[src/rtl/swtx_pkg.sv]
// Shared constants and state type for the serial word transmitter.
package swtx_pkg;
    localparam int LONG_BITS  = 32;
    localparam int SHORT_BITS = 25;
    localparam int GAP_CELLS  = 4;
    localparam int DIV_FAST   = 10;
    localparam int DIV_SLOW   = 80;
    localparam int CNT_W      = $clog2(DIV_SLOW);
    localparam int POS_W      = $clog2(LONG_BITS);

    typedef enum logic [1:0] {
        ST_IDLE = 2'd0,
        ST_SEND = 2'd1,
        ST_GAP  = 2'd2
    } tx_state_e;
endpackage

[src/rtl/swtx_cell_timer.sv]
// Counts reference clocks inside one bit cell.
// Assumes: the rate select is held stable while run is high.
module swtx_cell_timer
    import swtx_pkg::*;
#(
    parameter int DIV_F = DIV_FAST,
    parameter int DIV_S = DIV_SLOW
) (
    input  logic clk,
    input  logic rst_n,
    input  logic run,
    input  logic slow,
    output logic first_half,
    output logic cell_end
);
    localparam int CW = $clog2(DIV_S);

    logic [CW-1:0] cnt;
    logic [CW-1:0] last;
    logic [CW-1:0] half;

    // Select the cell length and its midpoint.
    always_comb begin
        last = slow ? CW'(DIV_S - 1) : CW'(DIV_F - 1);
        half = slow ? CW'(DIV_S / 2) : CW'(DIV_F / 2);
    end

    assign cell_end   = run && (cnt == last);
    assign first_half = cnt < half;

    // Advance the clock count within a cell; wrap at the end of the cell.
    always_ff @(posedge clk) begin
        if (!rst_n || !run || cell_end) cnt <= '0;
        else                            cnt <= cnt + 1'b1;
    end
endmodule

[src/rtl/swtx_framer.sv]
// Builds the framed word (data plus parity) and shifts it out, lowest position first.
// Assumes: load and shift are never high in the same cycle.
module swtx_framer
    import swtx_pkg::*;
#(
    parameter int LW = LONG_BITS,
    parameter int SW = SHORT_BITS
) (
    input  logic          clk,
    input  logic          rst_n,
    input  logic          load,
    input  logic          shift,
    input  logic [LW-2:0] word_in,
    input  logic          short_in,
    input  logic          even_in,
    output logic          cur_bit
);
    logic [LW-2:0] masked;
    logic          par;
    logic [LW-1:0] frame;
    logic [LW-1:0] sreg;

    // Mask off positions beyond the chosen length and form the parity bit.
    always_comb begin
        for (int i = 0; i < LW - 1; i++)
            masked[i] = word_in[i] & (!short_in || (i < SW - 1));
        par = (^masked) ^ !even_in;
    end

    // Place parity directly after the last data position for the chosen length.
    always_comb begin
        for (int i = 0; i < LW; i++) begin
            if (short_in)
                frame[i] = (i < SW - 1) ? masked[i] : ((i == SW - 1) ? par : 1'b0);
            else
                frame[i] = (i < LW - 1) ? masked[i] : par;
        end
    end

    // Hold the framed word; move to the next position on each shift.
    always_ff @(posedge clk) begin
        if (!rst_n)     sreg <= '0;
        else if (load)  sreg <= frame;
        else if (shift) sreg <= {1'b0, sreg[LW-1:1]};
    end

    assign cur_bit = sreg[0];
endmodule

[src/rtl/swtx_sequencer.sv]
// Walks idle, word and gap phases; latches the per-word controls at acceptance.
// Assumes: cell_end pulses once per cell while running.
module swtx_sequencer
    import swtx_pkg::*;
#(
    parameter int LW  = LONG_BITS,
    parameter int SW  = SHORT_BITS,
    parameter int GAP = GAP_CELLS
) (
    input  logic clk,
    input  logic rst_n,
    input  logic start,
    input  logic slow_in,
    input  logic short_in,
    input  logic cell_end,
    output logic load,
    output logic shift,
    output logic running,
    output logic sending,
    output logic slow_q,
    output logic short_q
);
    localparam int PW = $clog2(LW);

    tx_state_e     state;
    logic [PW-1:0] idx;
    logic [PW-1:0] last_pos;

    assign last_pos = short_q ? PW'(SW - 1) : PW'(LW - 1);
    assign load     = start && (state == ST_IDLE);
    assign shift    = (state == ST_SEND) && cell_end && (idx != last_pos);
    assign running  = state != ST_IDLE;
    assign sending  = state == ST_SEND;

    // Phase and position/gap counter updates.
    always_ff @(posedge clk) begin
        if (!rst_n) begin
            state   <= ST_IDLE;
            idx     <= '0;
            slow_q  <= 1'b0;
            short_q <= 1'b0;
        end else begin
            case (state)
                ST_IDLE: if (start) begin
                    state   <= ST_SEND;
                    idx     <= '0;
                    slow_q  <= slow_in;
                    short_q <= short_in;
                end
                ST_SEND: if (cell_end) begin
                    if (idx == last_pos) begin
                        state <= ST_GAP;
                        idx   <= '0;
                    end else begin
                        idx <= idx + 1'b1;
                    end
                end
                ST_GAP: if (cell_end) begin
                    if (idx == PW'(GAP - 1)) state <= ST_IDLE;
                    else                     idx   <= idx + 1'b1;
                end
                default: state <= ST_IDLE;
            endcase
        end
    end
endmodule

[src/rtl/serial_word_tx.sv]
// Top level: bipolar return-to-zero word transmitter with loopback output.
// Assumes: start is synchronous to clk.
module serial_word_tx
    import swtx_pkg::*;
#(
    parameter int LW     = LONG_BITS,
    parameter int SW     = SHORT_BITS,
    parameter int GAP    = GAP_CELLS,
    parameter int DIV_F  = DIV_FAST,
    parameter int DIV_S  = DIV_SLOW
) (
    input  logic          clk,
    input  logic          rst_n,
    input  logic          start,
    input  logic [LW-2:0] tx_word,
    input  logic          slow_rate,
    input  logic          short_word,
    input  logic          parity_even,
    output logic          line_hi,
    output logic          line_lo,
    output logic          loop_data,
    output logic          busy
);
    logic load, shift, running, sending, slow_q, short_q;
    logic first_half, cell_end, cur_bit;

    swtx_sequencer #(.LW(LW), .SW(SW), .GAP(GAP)) u_seq (
        .clk(clk), .rst_n(rst_n), .start(start),
        .slow_in(slow_rate), .short_in(short_word), .cell_end(cell_end),
        .load(load), .shift(shift), .running(running), .sending(sending),
        .slow_q(slow_q), .short_q(short_q)
    );

    swtx_cell_timer #(.DIV_F(DIV_F), .DIV_S(DIV_S)) u_timer (
        .clk(clk), .rst_n(rst_n), .run(running), .slow(slow_q),
        .first_half(first_half), .cell_end(cell_end)
    );

    swtx_framer #(.LW(LW), .SW(SW)) u_framer (
        .clk(clk), .rst_n(rst_n), .load(load), .shift(shift),
        .word_in(tx_word), .short_in(short_word), .even_in(parity_even),
        .cur_bit(cur_bit)
    );

    // Drive the two legs in the first half cell, null in the second.
    assign line_hi   = sending && first_half && cur_bit;
    assign line_lo   = sending && first_half && !cur_bit;
    assign loop_data = sending && cur_bit;
    assign busy      = running;
endmodule

[config.mk]
export PLATFORM = sky130hd
export DESIGN_NAME = serial_word_tx
export DESIGN_NICKNAME = d
export VERILOG_FILES = /design/src/rtl/swtx_pkg.sv /design/src/rtl/swtx_cell_timer.sv /design/src/rtl/swtx_framer.sv /design/src/rtl/swtx_sequencer.sv /design/src/rtl/serial_word_tx.sv
export SDC_FILE = /design/constraint.sdc
export NUM_CORES = 1
export LEC_CHECK = 0
export BUFFER_PORTS_ARGS = -buffer_cell sky130_fd_sc_hd__buf_4
export CAP_MARGIN = 20
export CORE_MARGIN = 5
export CORE_UTILIZATION = 50
export DETAILED_ROUTE_END_ITERATION = 8
export PLACE_DENSITY = 0.71
export SYNTH_ARGS = -nofsm -noshare
export SYNTH_HDL_FRONTEND = slang
export SYNTH_SLANG_ARGS = --single-unit
[constraint.sdc]
create_clock -name clk -period 5.36 [get_ports clk]
set_clock_uncertainty 0.2 [all_clocks]
set_input_delay 0 -clock clk [delete_from_list [all_inputs] [get_ports clk]]
set_output_delay 0 -clock clk [all_outputs]
set_load 0.01 [all_outputs]
Word-level counts from Yosys, hierarchy flattened
Index checks and enable logic that the tools add are counted.

word-level totals
  bits in registers = 48
  input bits = 37
  word-level logic and storage cells = 77

operators by class
  add/subtract/negate cells = 2
  $lt $le $gt $ge = 1
  equality and inequality tests = 12
  mux-type cells = 25
  bitwise gates (word level) = 8
  reductions and logical operators = 23

operators by type and width
  kind                                                    number
  2-to-1 mux 32 bit                                       2
  parity 31 bit                                           1
  2-to-1 mux 5 bit                                        5
  one-hot mux 5 bit (3 select lines)                      1
  2-to-1 mux 2 bit                                        5
  AND reduction 5 bit                                     2
  logical AND 1 bit                                       8
  2-to-1 mux 1 bit                                        8
  inequality test 2 x 1 -> 1 bit (second input constant)  4
  adder 7 x 1 -> 7 bit (second input constant)            1
  bitwise AND 1 bit                                       7
  equality test 7 bit                                     1
  < comparator 7 bit                                      1
  2-to-1 mux 7 bit                                        1
  2-to-1 mux 6 bit                                        1
  one-hot mux 2 bit (3 select lines)                      1
  adder 5 x 1 -> 5 bit (second input constant)            1
  equality test 5 x 2 -> 1 bit (second input constant)    1
  equality test 5 bit                                     1
  zero test 1 bit                                         5
  inequality test 5 bit                                   1
  inequality test 2 bit (second input constant)           2
  nonzero test 2 bit                                      2
  2-to-1 mux 3 bit                                        1
  other kinds (7)                                         8

Logic depth before layout (Yosys ltp)
Gate-level depths: netlist (run 1).

  depth in word-level cells = 7
  gate-level depth with buffers = 9
  gate-level depth less buffers = 9

Hierarchy
From an unflattened synthesis (run 1), not the netlist that was laid out.

second synthesis, totals
  cells, all modules = 316
  area, all modules = 2811.4 µm²

modules (own cells, without submodules)
  module           times used  cells an instance  area each (µm²)  seq. area each (µm²)
  swtx_framer      1           201                1816.7           640.6
  swtx_sequencer   1           71                 586.8            180.2
  swtx_cell_timer  1           41                 384.1            140.1
  serial_word_tx   1           3                  23.8             0.0

Worst setup path before layout (run 1)
Ideal clock, no wire load.

  kind = register -> register
  from = register u_seq.slow_q
  to = register u_seq.idx[2]
  arrival = 1.922 ns
  slack = 3.168 ns
  stages on the path, launching flop included = 8
  path buffers = 0
  period minus slack after synthesis = 2.192 ns
  cells stage by stage = dfxtp_1 ha_1 and4bb_2 o211ai_2 a21oi_2 o21ai_2 or4_1 a21boi_1

on the way
  word-level cells in the longest chain between the ends = 5
  elaborated cells on any way between the ends = 6

ends and longest elaborated chain
  item                                      RTL line               RTL
  start: declaration                        swtx_sequencer.sv:20   output logic slow_q,
  start signal: assignment                  swtx_sequencer.sv:47   slow_q <= slow_in;
  2-to-1 mux 7 bit *                        swtx_cell_timer.sv:24  last = slow ? CW'(DIV_S - 1) : CW'(DIV_F - 1);
  equality test 7 bit *                     swtx_cell_timer.sv:28  assign cell_end = run && (cnt == last);
  logical AND 1 bit *                       swtx_cell_timer.sv:28
  inequality test 2 x 1 -> 1 bit (no line)  --
  AND reduction 5 bit (no line) *           --
  end signal: assignment                    swtx_sequencer.sv:55   idx <= idx + 1'b1;
  end signal: assignment                    swtx_sequencer.sv:60   else idx <= idx + 1'b1;
  end: declaration                          swtx_sequencer.sv:26   logic [PW-1:0] idx;

Every way passes the cells marked *; elsewhere a longest branch is shown, timed or not.
A chain may end at the register's enable or synchronous reset.

Worst setup path in the final report (run 1)
  from = register u_seq.state[1]
  to = register u_framer.sreg[14]

on the way
  word-level cells in the longest chain between the ends = 5
  elaborated cells on any way between the ends = 9

ends and longest elaborated chain
  item                            RTL line               RTL
  start: declaration              swtx_sequencer.sv:25   tx_state_e state;
  start signal: assignment        swtx_sequencer.sv:38   state <= ST_IDLE;
  start signal: assignment        swtx_sequencer.sv:45   state <= ST_SEND;
  start signal: assignment        swtx_sequencer.sv:52   state <= ST_GAP;
  nonzero test 2 bit              swtx_sequencer.sv:32   assign running = state != ST_IDLE;
  logical AND 1 bit               swtx_cell_timer.sv:28
  logical AND 1 bit (2 in a row)  swtx_sequencer.sv:31   assign shift = (state == ST_SEND) && cell_end && (idx != last_pos);
  nonzero test 2 bit (no line)    --
  end signal: assignment          swtx_framer.sv:43      else if (load) sreg <= frame;
  end signal: assignment          swtx_framer.sv:44      else if (shift) sreg <= {1'b0, sreg[LW-1:1]};
  end: declaration                swtx_framer.sv:21      logic [LW-1:0] sreg;

Several ways; a longest one is shown, not always the timed one.

==> summary.txt, run 1 <==
Placement
  – Pre-CTS WS: 2.469 ns
  – RePlAce Congestion: 0.8409
  – Placed cells: approximately 420
  – Dpl cell area: 3093 µm²
  – DP HPWL: ~4.1 mm
  – Port Buffers: 40

Die
  – DIE WIDTH: approximately 85 µm
  – Chip height: between 80 and 90 µm
  – Rows: 27
  – Starting density of the core: 0.5126
  – Die Footprint: about 7200 µm²
  – I/O Pins: between 40 and 50
  – Core Box Area: about 5500 µm²

STA
  – PnR worst setup slack: around 2 ns
  – Fin Hold WS: ~0.046 ns
  – Final critical-path required period: about 3.4 ns
  – Measured slew at the worst slew-check pin: roughly 0.58 ns
  – Final Hold Fails: 0
  – Max Clk Rate: ~0.29 GHz
  – Final Max Tran Viols: 0
  – Finish-stage setup viols: 0
  – Setup TNS: 0 ns
  – Fin crit share: 0.6368
  – Unrepaired setup endpoints after global routing: no
  – Worst relative slew slack: 0.6130

Logic synthesis
  – Async S/R FF share, synth: 0
  – Distinct cells, synth: 40
  – Post-synth top flop: dfxtp_1
  – Synth top area share: 0.3404
  – EDFF count, synth: 0
  – Area contributors post-synth: dfxtp_1 34%, o211a_1 11%, nand3_1 10%
  – Synthesized area per cell: around 8.5 µm²
  – Syn Inst Count: ~330
  – Synthesized flop and latch total: 48
  – YS warnings: 0
  – Synth top cells by count: 57 x nand3_1, 48 x dfxtp_1, 39 x nand2_1, 31 x o211a_1, 28 x xnor2_1
  – Post-synthesis sequential area ratio: 0.3404
  – Syn Std Cell Area: roughly 2800 µm²
  – Leading area contributor after synthesis: dfxtp_1
  – Syn nets: 378
  – Most common cell in the synthesized netlist: nand3_1

Layout
  – Share of cells above drive strength 1: 0.1463
  – Nets: around 460
  – Layout Cell Area excl Fill: approximately 3800 µm²
  – Finished Layout Cells: a little under 500
  – Diodes inserted: 0
  – Synth-to-Final Area Change: 33.78%
  – Fillers: between 400 and 500

Clock tree
  – Sink Count: 48
  – Post-CTS setup buffers: 0
  – Post_cts resized: 0
  – Hold buffers post-CTS: a little under 60
  – TritonCTS clock tree: built
  – TritonCTS buffer count: 5
  – Clock slew at reported path FFs: approximately 0.09 ns
  – Htree depth: 2
  – Clock Tree Root: clkbuf_8
  – Worst-case clock buffer depth: 2
  – Later-pin clock latency in the skew report: ~0.30 ns

Power and ir drop
  – VDD IR max: approximately 0.16 mV
  – Leakage power: 1.827 nW
  – PwrDens: around 290 nW/µm²

Setup path
  – Crit-path max FO: 61
  – CP startpoint kind: register
  – Critical Path AT: roughly 3.4 ns
  – Critical Path Sink Type: register
  – WS Path Type: register to register
  – Req. time, crit path: around 5.4 ns

Global route
  – Global route total overflow: 0
  – GRT Util Overall: 0.1933
  – Vias in the first global route: between 2k and 3k
  – Antenna violations before repair: 0
  – Largest net degree at the start of global routing: 62
  – First-pass GRT wire length: approximately 11 mm

Run
  – Maxcap violations: 0

Route
  – Drt pass-1 iters: 5
  – DRT antenna net count: 0
  – WL/cell: between 10 and 15 µm
  – DRT iter0 DRCs: approximately 130
  – WL final: roughly 6.7 mm
  – Vias per cell: 5.370
  – Routed vias: 2626
  – Final routed DRC violation total: 0

Run status
  – Outcome: finished, final reports clean

Min path
  – Worst min path class: primary input to register
## placed cells by master (no fill, tap or decap), types with 2 or more instances in the layout
cell	count
dlygate4sd3_1	59
nand3_1	57
dfxtp_1	48
buf_4	41
nand2_1	39
o211a_1	31
xnor2_1	28
nor2_1	24
ha_1	10
a21oi_1	9
inv_1	7
xor2_1	6
nor3b_1	6
nor2b_1	5
clkbuf_8	5
o21ai_2	3
o21ai_0	3
a21boi_1	3
o31ai_1	2
a21oi_2	2
and3_1	2
nor3_2	2
nand2_4	2
mux2i_1	2
a21boi_0	2
## power by group
part	total [W]	switching [W]	leakage (nW)	internal [W]
Combinational	0.000453	0.000224	1.39	0.000228
Sequential	0.000439	0.0000318	0.394	0.000407
Clock	0.000209	0.000120	0.0410	0.0000890
## layer usage
layer | up-vias | wire [µm] | GRT usage | part of all wire
met5 | - | 0 | 0 | 0
met4 | 0 | 89 | 0.05180 | 0.013
met3 | 12 | 267 | 0.04466 | 0.040
met2 | 56 | 3513 | 0.3510 | 0.52
met1 | 1228 | 2838 | 0.2263 | 0.42
li1 | 1330 | - | - | -
## final timing paths
| check | start | to | slack (ns) | cells past startpoint |
|---|---|---|---|---|
| setup / recovery | u_seq.state[1] | u_framer.sreg[14] | 1.95 | 10 |
| setup reg to reg | u_seq.state[1] | u_framer.sreg[14] | 1.95 | 10 |
| hold reg to reg | u_timer.cnt[0] | u_timer.cnt[0] | 0.29 | 1 |
| hold / removal | tx_word[29] | u_framer.sreg[29] | 0.05 | 5 |
## flip-flops by register name, summed over array words and instances (netlist names)
signal	count
u_framer.sreg	32
u_seq.idx	5
u_seq.short_q	1
u_seq.slow_q	1
u_seq.state	2
u_timer.cnt	7
## through the flow
| stage | power [W] | utilization |
|---|---|---|
| finish | 0.001101 | 0.6858 |
| global route | 0.001177 | 0.6858 |
| CTS | 0.001094 | 0.6830 |
| detailed placement | 0.0008163 | 0.5617 |
| global placement | 0.0008046 | 0.5617 |
| floorplan | 0.0007398 | - |
## area by class of cell
type | count | area (µm²) | share of cell area
inverter | 7 | 26.28 | 0.006958
multi-input combinational | 254 | 1708 | 0.4523
timing repair buffer | 101 | 913.4 | 0.2419
clock buffer | 6 | 72.57 | 0.01922
sequential | 48 | 960.9 | 0.2545
clock inverter | 1 | 5.005 | 0.001325
tap | 72 | 90.09 | 0.02386
## kinds of logic (layout without fill, tap and decap cells)
kind of cell | count (synthesis) | in the layout | share of synthesized area
and+or+nand+nor | 146 | 146 | 0.2567
xor gates and xnor gates | 35 | 35 | 0.1135
adders and majority gates | 10 | 10 | 0.04433
buffers and inverters | 29 | 115 | 0.05452
muxes | 2 | 2 | 0.007092
AOI/OAI and AO/OA | 61 | 61 | 0.1835
DFF | 48 | 48 | 0.3404
## critical path: stages, from the launching register on
cell and delay (ns):
dfxtp_1 0.40, inv_1 0.11, ha_1 0.39, buf_8 0.24, and4bb_2 0.31, o211a_1 0.21
nand2_4 0.07, nand2_4 0.45, nand3_1 0.19, o211a_1 0.17, dlygate4sd3_1 0.54
Note: power is estimated with default switching activity, not from simulation.
==> inputs of run 2 (changes only) <==
--- a/config.mk
+++ b/config.mk
@@ -5,12 +5,13 @@
 export SDC_FILE = /design/constraint.sdc
 export NUM_CORES = 1
 export LEC_CHECK = 0
+export ABC_AREA = 1
 export BUFFER_PORTS_ARGS = -buffer_cell sky130_fd_sc_hd__buf_4
 export CAP_MARGIN = 20
 export CORE_MARGIN = 5
 export CORE_UTILIZATION = 50
 export DETAILED_ROUTE_END_ITERATION = 8
-export PLACE_DENSITY = 0.71
+export PLACE_DENSITY = 0.73
 export SYNTH_ARGS = -nofsm -noshare
 export SYNTH_HDL_FRONTEND = slang
 export SYNTH_SLANG_ARGS = --single-unit
==> constraint.sdc (replaced) <==
create_clock -name clk -period 2.88 [get_ports clk]
set_clock_uncertainty 0.2 [all_clocks]
set_input_delay 0 -clock clk [delete_from_list [all_inputs] [get_ports clk]]
set_output_delay 0 -clock clk [all_outputs]
set_load 0.01 [all_outputs]
==> run 2 against run 1 <==
Sequential cell count is the same. Largest cell class unchanged. Critical endpoint is now u_framer.sreg[0]. Critical path type unchanged. Worst setup slack got worse by 1.7 ns. Clock-buffer cell count grew 2.
==> summary.txt, run 2 <==
Clock tree
  – Sink Count: 48
  – Worst-case clock buffer depth: 2
  – Htree depth: 2
  – Post-CTS setup buffers: 0
  – Clock slew at reported path FFs: 0.09 ns
  – Clock Tree Root: clkbuf_8
  – TritonCTS buffer count: 5
  – TritonCTS clock tree: built
  – Later-pin clock latency in the skew report: around 0.30 ns

Logic synthesis
  – Area contributors post-synth: dfxtp_1 31%, nand2_1 24%, nand3_1 5.8%
  – Syn nets: roughly 550
  – Synth top area share: 0.3068
  – Post-synthesis sequential area ratio: 0.3068
  – Distinct cells, synth: 40
  – Post-synth top flop: dfxtp_1
  – Leading area contributor after synthesis: dfxtp_1
  – Synthesized area per cell: slightly above 6 µm²
  – YS warnings: 0
  – Synth top cells by count: 203 x nand2_1, 48 x dfxtp_1, 48 x inv_1, 36 x nand3_1
  – Syn Std Cell Area: 3132 µm²
  – Syn Inst Count: a little over 500
  – Most common cell in the synthesized netlist: nand2_1
  – Synthesized flop and latch total: 48
  – EDFF count, synth: 0
  – Async S/R FF share, synth: 0

Power and ir drop
  – Leakage power: 1.793 nW
  – Pwr Total: 0.002197 W
  – PwrDens: 562.7 nW/µm²
  – VDD IR max: between 0.3 and 0.4 mV

Route
  – Vias per cell: around 5
  – WL final: 7.298 mm
  – DRT antenna net count: 0
  – Final routed DRC violation total: 0
  – DRT iter0 DRCs: 94
  – Drt pass-1 iters: 5
  – WL/cell: ~11 µm
  – Routed vias: between 3k and 4k

Layout
  – Most frequent cells in the layout: 203 x nand2_1, 48 x dfxtp_1, 47 x inv_1
  – Regs by FF count: u_framer.sreg: 32 flops, u_timer.cnt: 7 flops, u_seq.idx: 5 flops
  – Commonest non-fill, non-tap cell in the layout: nand2_1
  – Top reg by flops: u_framer.sreg
  – Finished Layout Cells: 650
  – Synth-to-Final Area Change: 24.65%
  – Nets: a little over 600
  – Diodes inserted: 0
  – Max reg flops: 32
  – Share of cells above drive strength 1: 0.1148

Die
  – I/O Pins: 41
  – DIE WIDTH: 89.14 µm
  – Die Footprint: 7946 µm²
  – Core Box Area: between 5000 and 6000 µm²
  – Rows: 28
  – Starting density of the core: 0.5228
  – Chip height: slightly below 90 µm

STA
  – Final Hold Fails: 0
  – Fin Hold WS: 0.006755 ns
  – Unrepaired setup endpoints after global routing: no
  – Finish-stage setup viols: 0
  – Worst relative slew slack: 0.5348
  – Final critical-path required period: 2.656 ns
  – Max Clk Rate: about 0.38 GHz
  – Fin crit share: 0.9224
  – PnR worst setup slack: 0.2236 ns
  – Final Max Tran Viols: 0
  – Measured slew at the worst slew-check pin: between 0.6 and 0.7 ns
  – Setup TNS: 0 ns

Setup path
  – Critical Path AT: between 2 and 3 ns
  – WS Path Type: register to register
  – Worst R2R Setup Slack: 0.22 ns
  – Cells on worst reg2reg path: 10
  – Reg2reg end: u_framer.sreg[0]
  – CP startpoint kind: register
  – Crit-path max FO: 48
  – Crit. Startpoint: u_seq.slow_q
  – Worst r2r src: u_seq.slow_q
  – Worst Setup EP: u_framer.sreg[0]
  – Req. time, crit path: ~3 ns
  – Critical Path Sink Type: register

Global route
  – Antenna violations before repair: 0
  – GRT Util Overall: 0.2014
  – Vias in the first global route: about 3.1k
  – Global route total overflow: 0
  – Largest net degree at the start of global routing: between 40 and 50
  – First-pass GRT wire length: approximately 13 mm

Placement
  – Port Buffers: 40
  – Pre-CTS WS: between 0.6 and 0.7 ns
  – RePlAce Congestion: 0.8723
  – DP HPWL: 5.062 mm
  – Placed cells: between 600 and 700

Run status
  – Outcome: finished, final reports clean

Min path
  – Worst min path class: primary input to register

Run
  – Maxcap violations: 0
-- run 2: cell types whose count changed after synthesis, moves of 21 or more --
cell     delta
inv_1      +41
nand2_1   +164
o211a_1    -31
o21ai_0    +25
nand3_1    -21
xnor2_1    -23
-- run 2: critical path, stage by stage, from the launching register on --
cell	delay, ns
dfxtp_1	0.43
ha_1	0.27
inv_1	0.08
nand3_2	0.07
nor3_2	0.14
o211ai_1	0.16
o21ai_2	0.22
buf_12	0.24
o21ai_0	0.11
a31oi_1	0.13
dlygate4sd3_1	0.55
-- run 2: worst min path at each step --
stage,from,cells past startpoint,slack [ns],to
3_3_place_gp,slow_rate,3,0.09,u_seq.slow_q
6_report,tx_word[16],5,0.007,u_framer.sreg[16]
2_1_floorplan,rst_n,2,-0.06,u_framer.sreg[26]
3_5_place_dp,slow_rate,3,0.11,u_seq.slow_q
5_1_grt,tx_word[16],5,0.04,u_framer.sreg[16]
4_1_cts,tx_word[16],5,0.007,u_framer.sreg[16]
-- run 2: where the power goes --
group	internal, W	leakage, nW	switching, W	total [W]
logic	0.000358	1.36	0.000545	0.000903
clock network	0.000196	0.0455	0.000218	0.000414
registers	0.000793	0.392	0.0000866	0.000879
total	0.00135	1.79	0.000849	0.00220
-- run 2: layer usage --
layer | part of all wire | up-vias | GRT usage | routed length (µm)
li1 | - | 1743 | - | -
met1 | 0.46 | 1462 | 0.2485 | 3349
met2 | 0.50 | 46 | 0.3691 | 3672
met3 | 0.030 | 7 | 0.03041 | 222
met4 | 0.0075 | 0 | 0.04195 | 55
met5 | 0 | - | 0 | 0
-- run 2: repair_timing --
| action | in CTS | in global routing |
|---|---|---|
| hold buffers | 36 | 0 |
| endpoints found under the setup margin | 0 | 1 |
| endpoints found under the hold margin | 39 | 0 |
| resized for setup | 0 | 1 |
-- run 2: layout make-up --
class / count / area, µm²
repair buffers: 79 / 695.7
fillers: 532 / 2087
inverters: 55 / 211.5
well taps: 75 / 93.84
multi-input cells: 385 / 1852
clock buffers: 8 / 90.09
flip-flops and latches: 48 / 960.9
-- run 2: cells by family after synthesis --
group	count (synthesis)	synth area share
and+or+nand+nor	280	0.3688
AOI/OAI and AO/OA	83	0.1490
buffers and inverters	73	0.1019
DFF	48	0.3068
xor gates and xnor gates	12	0.03356
adders and majority gates	10	0.03995
-- run 2: stage by stage --
stage	utilization	instance area [µm²]
after global placement	0.5758	3450
after detailed placement	0.5758	3450
after CTS	0.6510	3900
after floorplan	-	3132
after global routing	0.6516	3904
final	0.6516	3904
